$ cat config.mk
export PLATFORM = sky130hd
export DESIGN_NAME = gate_blank_mux
export DESIGN_NICKNAME = d
export VERILOG_FILES = /design/src/rtl/gate_blank_pkg.sv /design/src/rtl/gb_slot_seq.sv /design/src/rtl/gb_state_file.sv /design/src/rtl/gb_blank_cmp.sv /design/src/rtl/gate_blank_mux.sv
export SDC_FILE = /design/constraint.sdc
export NUM_CORES = 1
export LEC_CHECK = 0
export ABC_AREA = 0
export BUFFER_PORTS_ARGS = -buffer_cell sky130_fd_sc_hd__buf_2
export CORE_MARGIN = 5
export CORE_UTILIZATION = 60
export CTS_CLUSTER_DIAMETER = 100
export DETAILED_ROUTE_END_ITERATION = 7
export PLACE_DENSITY = 0.86
export SYNTH_ARGS = -nofsm -noshare
export SYNTH_HDL_FRONTEND = slang
export SYNTH_SLANG_ARGS = --single-unit
$ cat constraint.sdc
create_clock -name clk -period 6.3 [get_ports clk]
set_input_delay 1.26 -clock clk [delete_from_list [all_inputs] [get_ports clk]]
set_output_delay 1.26 -clock clk [all_outputs]
set_load 0.01 [all_outputs]
$ cat src/rtl/gate_blank_pkg.sv
`timescale 1ns/1ps
// Shared defaults for the multiplexed gate blanking generator.
package gate_blank_pkg;
    localparam int unsigned GB_DEF_CH    = 4;   // channels sharing one datapath
    localparam int unsigned GB_DEF_CNT_W = 16;  // width of frame counts and setting
endpackage

$ cat src/rtl/gb_slot_seq.sv
`timescale 1ns/1ps
// Slot sequencer: walks slot 0..NUM_CH-1, one per clock, and flags the
// last slot of a frame. Assumes NUM_CH >= 1 and a synchronous active-low reset.
module gb_slot_seq #(
    parameter int unsigned NUM_CH = 4,
    parameter int unsigned SLOT_W = 2
) (
    input  logic              clk,
    input  logic              rst_n,
    output logic [SLOT_W-1:0] slot_o,
    output logic              frame_end_o
);
    localparam logic [SLOT_W-1:0] LAST = SLOT_W'(NUM_CH - 1);

    assign frame_end_o = (slot_o == LAST);

    // advance the slot pointer, wrapping at the frame end
    always_ff @(posedge clk) begin
        if (!rst_n)           slot_o <= '0;
        else if (frame_end_o) slot_o <= '0;
        else                  slot_o <= slot_o + SLOT_W'(1);
    end


    slot_wrap_chk: assert property (@(posedge clk) disable iff (!rst_n)
        frame_end_o |=> (slot_o == '0));

    slot_range_chk: assert property (@(posedge clk) disable iff (!rst_n)
        slot_o <= LAST);
endmodule

$ cat src/rtl/gb_state_file.sv
`timescale 1ns/1ps
// Per-channel state file: one level bit and one saturating frame count per
// channel. The visited slot is read, updated from the sampled command and
// written back in the same cycle. The updated values are also returned.
// Reset leaves every count saturated so that idle channels meet any setting.
module gb_state_file #(
    parameter int unsigned NUM_CH = 4,
    parameter int unsigned SLOT_W = 2,
    parameter int unsigned CNT_W  = 16
) (
    input  logic              clk,
    input  logic              rst_n,
    input  logic [SLOT_W-1:0] slot_i,
    input  logic              gate_i,
    output logic [CNT_W-1:0]  cnt_nxt_o
);
    logic             last_q [NUM_CH];
    logic [CNT_W-1:0] cnt_q  [NUM_CH];
    logic             last_rd;
    logic [CNT_W-1:0] cnt_rd;

    // read port for the visited slot
    always_comb begin
        last_rd = last_q[slot_i];
        cnt_rd  = cnt_q[slot_i];
    end

    // restart on any command edge, otherwise count up and stick at all ones
    always_comb begin
        if (gate_i != last_rd) cnt_nxt_o = '0;
        else if (&cnt_rd)      cnt_nxt_o = cnt_rd;
        else                   cnt_nxt_o = cnt_rd + CNT_W'(1);
    end

    // write back the visited slot only
    always_ff @(posedge clk) begin
        for (int k = 0; k < NUM_CH; k++) begin
            if (!rst_n) begin
                last_q[k] <= 1'b0;
                cnt_q[k]  <= '1;
            end else if (slot_i == SLOT_W'(k)) begin
                last_q[k] <= gate_i;
                cnt_q[k]  <= cnt_nxt_o;
            end
        end
    end


    edge_clear_chk: assert property (@(posedge clk) disable iff (!rst_n)
        (gate_i != last_rd) |=> (cnt_q[$past(slot_i)] == '0));

    sat_hold_chk: assert property (@(posedge clk) disable iff (!rst_n)
        ((gate_i == last_rd) && (&cnt_rd)) |=> (&cnt_q[$past(slot_i)]));
endmodule

$ cat src/rtl/gb_blank_cmp.sv
`timescale 1ns/1ps
// Blanking compare: decides the two drives of the visited channel from its
// command and its updated frame count. Purely combinational.
module gb_blank_cmp #(
    parameter int unsigned CNT_W = 16
) (
    input  logic             gate_i,
    input  logic [CNT_W-1:0] cnt_i,
    input  logic [CNT_W-1:0] dt_i,
    output logic             hi_o,
    output logic             lo_o
);
    logic settled;

    // a drive is allowed once the command has been steady long enough
    always_comb begin
        settled = (cnt_i >= dt_i);
        hi_o    = gate_i & settled;
        lo_o    = ~gate_i & settled;
    end
endmodule

$ cat src/rtl/gate_blank_mux.sv
`timescale 1ns/1ps
// Multiplexed gate blanking generator. One compare path serves NUM_CH
// channels in turn. The blanking setting is counted in frames of NUM_CH
// clocks and latched at the last slot of each frame. Each channel's drive
// pair is held in output registers that refresh only on its own slot.
module gate_blank_mux
    import gate_blank_pkg::*;
#(
    parameter int unsigned NUM_CH = GB_DEF_CH,
    parameter int unsigned CNT_W  = GB_DEF_CNT_W
) (
    input  logic              clk,
    input  logic              rst_n,
    input  logic [NUM_CH-1:0] gate_cmd,
    input  logic [CNT_W-1:0]  blank_frames,
    output logic [NUM_CH-1:0] hi_gate,
    output logic [NUM_CH-1:0] lo_gate
);
    localparam int unsigned SLOT_W = (NUM_CH > 1) ? $clog2(NUM_CH) : 1;

    logic [SLOT_W-1:0] slot;
    logic              frame_end;
    logic [CNT_W-1:0]  dt_eff;
    logic              gate_cur;
    logic [CNT_W-1:0]  cnt_nxt;
    logic              hi_n;
    logic              lo_n;

    gb_slot_seq #(.NUM_CH(NUM_CH), .SLOT_W(SLOT_W)) u_seq (
        .clk(clk), .rst_n(rst_n), .slot_o(slot), .frame_end_o(frame_end));

    // latch the blanking setting once per frame
    always_ff @(posedge clk) begin
        if (!rst_n)         dt_eff <= '0;
        else if (frame_end) dt_eff <= blank_frames;
    end

    // pick the command of the visited channel
    assign gate_cur = gate_cmd[slot];

    gb_state_file #(.NUM_CH(NUM_CH), .SLOT_W(SLOT_W), .CNT_W(CNT_W)) u_state (
        .clk(clk), .rst_n(rst_n), .slot_i(slot), .gate_i(gate_cur),
        .cnt_nxt_o(cnt_nxt));

    gb_blank_cmp #(.CNT_W(CNT_W)) u_cmp (
        .gate_i(gate_cur), .cnt_i(cnt_nxt), .dt_i(dt_eff),
        .hi_o(hi_n), .lo_o(lo_n));

    // demultiplex the shared result into the visited channel's output pair
    always_ff @(posedge clk) begin
        for (int k = 0; k < NUM_CH; k++) begin
            if (!rst_n) begin
                hi_gate[k] <= 1'b0;
                lo_gate[k] <= 1'b0;
            end else if (slot == SLOT_W'(k)) begin
                hi_gate[k] <= hi_n;
                lo_gate[k] <= lo_n;
            end
        end
    end


    no_overlap_chk: assert property (@(posedge clk) disable iff (!rst_n)
        (hi_gate & lo_gate) == '0);

    reset_quiet_chk: assert property (@(posedge clk)
        !rst_n |=> (hi_gate == '0 && lo_gate == '0));

    dt_hold_chk: assert property (@(posedge clk) disable iff (!rst_n)
        !frame_end |=> $stable(dt_eff));

    zero_dt_compl_chk: assert property (@(posedge clk) disable iff (!rst_n)
        (dt_eff == '0) |=> (hi_gate[$past(slot)] == ~lo_gate[$past(slot)]));

    for (genvar g = 0; g < NUM_CH; g++) begin : g_hold

        idle_hold_chk: assert property (@(posedge clk) disable iff (!rst_n)
            (slot != SLOT_W'(g)) |=> ($stable(hi_gate[g]) && $stable(lo_gate[g])));
    end
endmodule

After elaboration in Yosys (flattened, before gate mapping)

Memories as Yosys holds them, arrays and structs flattened. A register that Yosys moved wholly into a read port is not among the register bits.
Cells that the tools add are included.
W data, S select, Z words.

Register bits after elaboration: 26
Memory bits (writable): 68
Bits of input ports: 22
Output and inout port bits: 8
Logic and storage cells: 62
Memories: 2

Memory list:

| memory         | depth | width | rd ports | clocked after memory_dff | write ports | line                | RTL |
|---|---|---|---|---|---|---|---|
| u_state.cnt_q  | 4     | 16    | 1        | 1                        | 4           | gb_state_file.sv:18 | `logic [CNT_W-1:0] cnt_q [NUM_CH];` |
| u_state.last_q | 4     | 1     | 1        | 1                        | 4           | gb_state_file.sv:17 | `logic last_q [NUM_CH];` |

Add/sub/neg operators: 2
$lt $le $gt $ge: 2
Equal/unequal tests: 4
Multiplexer cells: 27
Bitwise operators: 12
Reductions and logical operators: 3

Operators with widths:

| cell                    | count |
|---|---|
| $mux W16                | 6 |
| $mux W1                 | 18 |
| $add A16 B1 Y16 const B | 1 |
| $ge A16 B16 Y1          | 1 |
| $reduce_and A16 Y1      | 1 |
| $or A1 B1 Y1            | 8 |
| $eq A2 B2 Y1 const B    | 2 |
| $mux W2                 | 2 |
| $lt A2 B3 Y1 const B    | 1 |
| $add A2 B1 Y2 const B   | 1 |
| $and A1 B1 Y1           | 2 |
| $bmux W1 S2             | 1 |
| $eq A2 B1 Y1 const B    | 1 |
| $logic_not A2 Y1        | 1 |
| $not A1 Y1              | 2 |
| $reduce_or A2 Y1        | 1 |
| $ne A1 B1 Y1            | 1 |

Longest topological paths before layout

Depth after elaboration: 6
Depth in mapped cells: 16
Depth with buffers taken out: 14

By module

Synthesis repeated with hierarchy kept, for this count alone.

Cells, all modules: 432
Area, all modules: 5124.9 um^2

Modules (own cells, without submodules):

| module         | instances | cells an instance | area each (um^2) | seq. area each (um^2) |
|---|---|---|---|---|
| gb_state_file  | 1         | 283               | 3661.0           | 2031.9 |
| gate_blank_mux | 1         | 87                | 958.4            | 480.5 |
| gb_blank_cmp   | 1         | 57                | 431.7            | 0.0 |
| gb_slot_seq    | 1         | 5                 | 73.8             | 40.0 |

Least setup slack after synthesis

Ideal clock, no wire load.

Kind: input port to flip-flop
From: input gate_cmd[3]
To: register lo_gate[0]
Setup time: 125 ps
Arrival: 3478 ps
Required time: 6175 ps
Slack: 2697 ps
Stages: 14
Buffers on the path: 1
Cells stage by stage: mux2i_1 mux2i_1 buf_2 xor2_1 nor4_1 nor2_2 inv_1 ha_1 a21oi_1 o21ai_0 a31oi_1 o21ai_1 a32oi_1 o31ai_1

Cells in the longest elaborated chain, start to end: 6

RTL lines:

| element                        | line                 | RTL |
|---|---|---|
| start: declaration             | gate_blank_mux.sv:14 | `input logic [NUM_CH-1:0] gate_cmd,` |
| $bmux W1 S2                    | gate_blank_mux.sv:39 | `assign gate_cur = gate_cmd[slot];` |
| $mux W1 (implied by the code)  | gate_blank_mux.sv:39 |  |
| $ne A1 B1 Y1                   | gb_state_file.sv:30  | `if (gate_i != last_rd) cnt_nxt_o = '0;` |
| $mux W16                       | gb_state_file.sv:30  |  |
| named net cnt_nxt[9]           | gate_blank_mux.sv:25 | `logic [CNT_W-1:0] cnt_nxt;` |
| $ge A16 B16 Y1                 | gb_blank_cmp.sv:17   | `settled = (cnt_i >= dt_i);` |
| $and A1 B1 Y1                  | gb_blank_cmp.sv:19   | `lo_o = ~gate_i & settled;` |
| end signal: indexed assignment | gate_blank_mux.sv:57 | `lo_gate[k] <= lo_n;` |
| end: declaration               | gate_blank_mux.sv:17 | `output logic [NUM_CH-1:0] lo_gate` |

The timed path passes the listed nets, and every way through them passes these cells. The select of a mux whose other input is x is not followed.
A chain may end at the register's enable or synchronous reset.

Worst setup path in the final report

From: register u_seq.slot_o[0]
To: register lo_gate[3]

Cells in the longest elaborated chain, start to end: 6

RTL lines:

| element                       | line                 | RTL |
|---|---|---|
| start: declaration            | gb_slot_seq.sv:10    | `output logic [SLOT_W-1:0] slot_o,` |
| start signal: assignment      | gb_slot_seq.sv:21    | `else slot_o <= slot_o + SLOT_W'(1);` |
| $bmux W1 S2                   | gate_blank_mux.sv:39 |  |
| $mux W1 (implied by the code) | gate_blank_mux.sv:39 |  |
| $ne A1 B1 Y1                  | gb_state_file.sv:30  |  |
| $mux W16                      | gb_state_file.sv:30  |  |
| named net cnt_nxt[11]         | gate_blank_mux.sv:25 |  |
| $ge A16 B16 Y1                | gb_blank_cmp.sv:17   |  |
| $and A1 B1 Y1                 | gb_blank_cmp.sv:19   |  |

The timed path passes the listed nets, and every way through them passes these cells. The select of a mux whose other input is x is not followed.

==> results.tsv <==
metric	value	unit
internal_power	1.13	mW
reg2reg_slack	1.55	ns
synth_nets	468	
min_from	lo_gate[0]$_SDFFE_PN0N_	
avgSynthCellArea	11.5	µm²
path_class	reg2reg	
pwr-share-comb	37.8	%
skew	0.0123	ns
min_period	4.75	ns
nNetsFinal	491	
track_usage	21.8	%
hpwlAfterDp	6.84	mm
ys_seq_area_share	52.1	%
power_per_cell_area	342	nW/µm²
clockPowerShare	20.4	%
viasPerCell	5.83	
min_path_type	reg2reg	
fmax	0.210	GHz
cts_buffers	9	
critPathTopFamily	compound AO/OA/AOI/OAI gates	
drt-pass1-iter-count	5	
cts_root_buf	clkbuf_8	
whs_endpoint	lo_gate[0]$_SDFFE_PN0N_	
rows	33	
critPathLaunchType	flip-flop	
cpPeakStageDelay	0.94	ns
synth_flop_cell	edfxtp_1	
grt_pass1_wl	16.7	mm
numPlacedInstances	542	
p_switching	0.673	mW
wirelength	10.2	mm
rsz0062_at_grt	false	
holdBufCountCts	0	
switching_share	37.3	%
pin_count	30	
port_buffers	29	
h-tree-depth	3	
cts_tree	yes	
insertion_delay	0.37	ns
wl_per_cell	18.2	µm
cp_cell_sequence	mux4_1 -> ha_1 -> nand4_2 -> nor4_1 -> nor4_1 -> o21ai_2 -> inv_1 -> ha_1 -> nand2_1 -> o21ai_0 -> a31oi_1 -> o21ai_1 -> a32oi_1 -> o31ai_1	
grt_max_degree	26	
final_cell_mix	90 x nand2_1, 67 x edfxtp_1, 37 x inv_1, 29 x buf_2, 27 x dfxtp_1	
hold_depth	2	
syn_to_final_growth	7.64	%
vdd_drop_max	0.000186	V
drive_gt1_share	15.0	%
dieArea	10100	µm²
final_common_cell	nand2_1	
crit_slowest_cell	dfxtp_1	
synth_warnings	0	
ys_ff_latch	94	
maxSlewHeadroom	22.7	%
setup_viol	0	
grt_pass1_vias	3274	
synth_area	4900	µm²
post-route-drc-count	0	
diodes	0	
crit_path_max_fanout	16	
finalNonFillerCells	558	
reg2reg_from	u_seq.slot_o[0]$_SDFF_PP0_	
path_buf_inv	1	
drv_cap	0	
synth_cell_types	49	
synth_cells	425	
finalSetupTns	0	ns
placed_cell_area	5100	µm²
drtIter0Drc	243	
worst_r2r_path_depth	14	
synth_edf_count	67	
drv_slew	0	
die_w	100	µm
r2r-end	lo_gate[3]$_SDFFE_PN0N_	
num_vias	3252	
grt_overflow	0	
start_util	60.5	%
endpoint_kind	flip-flop	
status	complete, no violations	
hold_violations	0	
pwr-share-seq	41.8	%
post_cts_buffers	0	
cts_resized	0	
core-area	8090	µm²
final_util	65.2	%
final_area	5270	µm²
cts_buffer_depth	2	
die_h	100	µm
synth-async-reset-ratio	0	%
antenna_found_initial	0	
routabilityCongestion	0.859	
cp.arrival	5.04	ns
worst_pin_slew	1.15	ns
leakagePower	1.77	nW
clkSlewWorstSetupHoldPaths	0.10	ns
cts_sinks	94	
min_period_over_period	75.4	%
cp.required	6.59	ns
ant_nets	0	
power	1.80	mW
-- state kept, by name, summed over array words and instances, names as in the netlist --
signal,count
u_state.cnt_q,64
u_state.last_q,4
lo_gate,4
dt_eff,16
u_seq.slot_o,2
hi_gate,4
-- final cells by class --
| class | count | area [µm²] |
|---|---|---|
| multi-input cells | 274 | 2110 |
| fillers | 636 | 2820 |
| repair buffers | 32 | 168 |
| clock inverters | 5 | 32.5 |
| inverters | 37 | 139 |
| well taps | 105 | 131 |
| clock buffers | 11 | 141 |
| flip-flops and latches | 94 | 2550 |
-- stage by stage --
step           hold slack (ns)  setup slack (ns)
2_1_floorplan            0.474              2.70
3_3_place_gp             0.441              1.66
3_5_place_dp             0.445              1.45
4_1_cts                  0.469              1.63
5_1_grt                  0.503              1.23
6_report                 0.471              1.55
-- cell families (layout without fill, tap and decap cells) --
| family | after synthesis | count (layout) | share of synthesized area (%) |
|---|---|---|---|
| muxes | 39 | 39 | 13.0 |
| AOI/OAI and AO/OA | 46 | 46 | 6.74 |
| adders and majority gates | 21 | 21 | 5.36 |
| buffers and inverters | 57 | 85 | 4.85 |
| and+or+nand+nor | 163 | 163 | 17.1 |
| DFF | 94 | 94 | 52.1 |
| xor gates and xnor gates | 5 | 5 | 0.894 |
-- worst min-delay path, cell delays in order (launching register included) --
cell and delay [ns]:
dfxtp_1 0.34, a32oi_1 0.06, o31ai_1 0.05
-- synth_stat cells (5+ instances only) --
library cell  number  area (µm²)
inv_1             37         139
ha_1              21         263
o211ai_1           8        60.1
nor2b_1           22         138
nor4_1             7        43.8
nor2_1             7        26.3
mux4_2             9         203
dfxtp_1           27         541
mux2i_1           21         210
o21ai_0            5        25.0
clkbuf_1          13        48.8
a21oi_1            8        40.0
nand3_1            8        40.0
edfxtp_1          67        2010
nand2_1           90         338
and2_1            10        62.6
mux4_1             8         210
-- routing by layer --
metal,up-vias,GRT usage [%],part of all wire (%)
met5,-,0,0
met4,0,6.84,1.3
met3,11,5.07,6.7
met2,117,36.4,49
met1,1558,28.1,43
li1,1566,-,-
-- power groups by stage --
stage / Combinational, mW / Sequential, mW / Clock [mW]
floorplan: 0.521 / 0.762 / 0
global placement: 0.644 / 0.764 / 0
detailed placement: 0.672 / 0.768 / 0
CTS: 0.679 / 0.754 / 0.370
global route: 0.755 / 0.760 / 0.401
finish: 0.682 / 0.753 / 0.368
-- worst max-delay path by stage --
stage                                from                      end  slack, ns  depth (start not counted)
3_5_place_dp                  gate_cmd[3]  hi_gate[0]$_SDFFE_PN0N_       1.45                         12
5_1_grt        u_seq.slot_o[0]$_SDFF_PP0_  hi_gate[2]$_SDFFE_PN0P_       1.23                         14
2_1_floorplan                 gate_cmd[3]  lo_gate[0]$_SDFFE_PN0N_       2.70                         14
3_3_place_gp                  gate_cmd[3]  hi_gate[3]$_SDFFE_PN0N_       1.66                         12
4_1_cts        u_seq.slot_o[0]$_SDFF_PP0_  hi_gate[0]$_SDFFE_PN0N_       1.63                         12
6_report       u_seq.slot_o[0]$_SDFF_PP0_  lo_gate[3]$_SDFFE_PN0N_       1.55                         14
(Power assumes the default switching activity.)
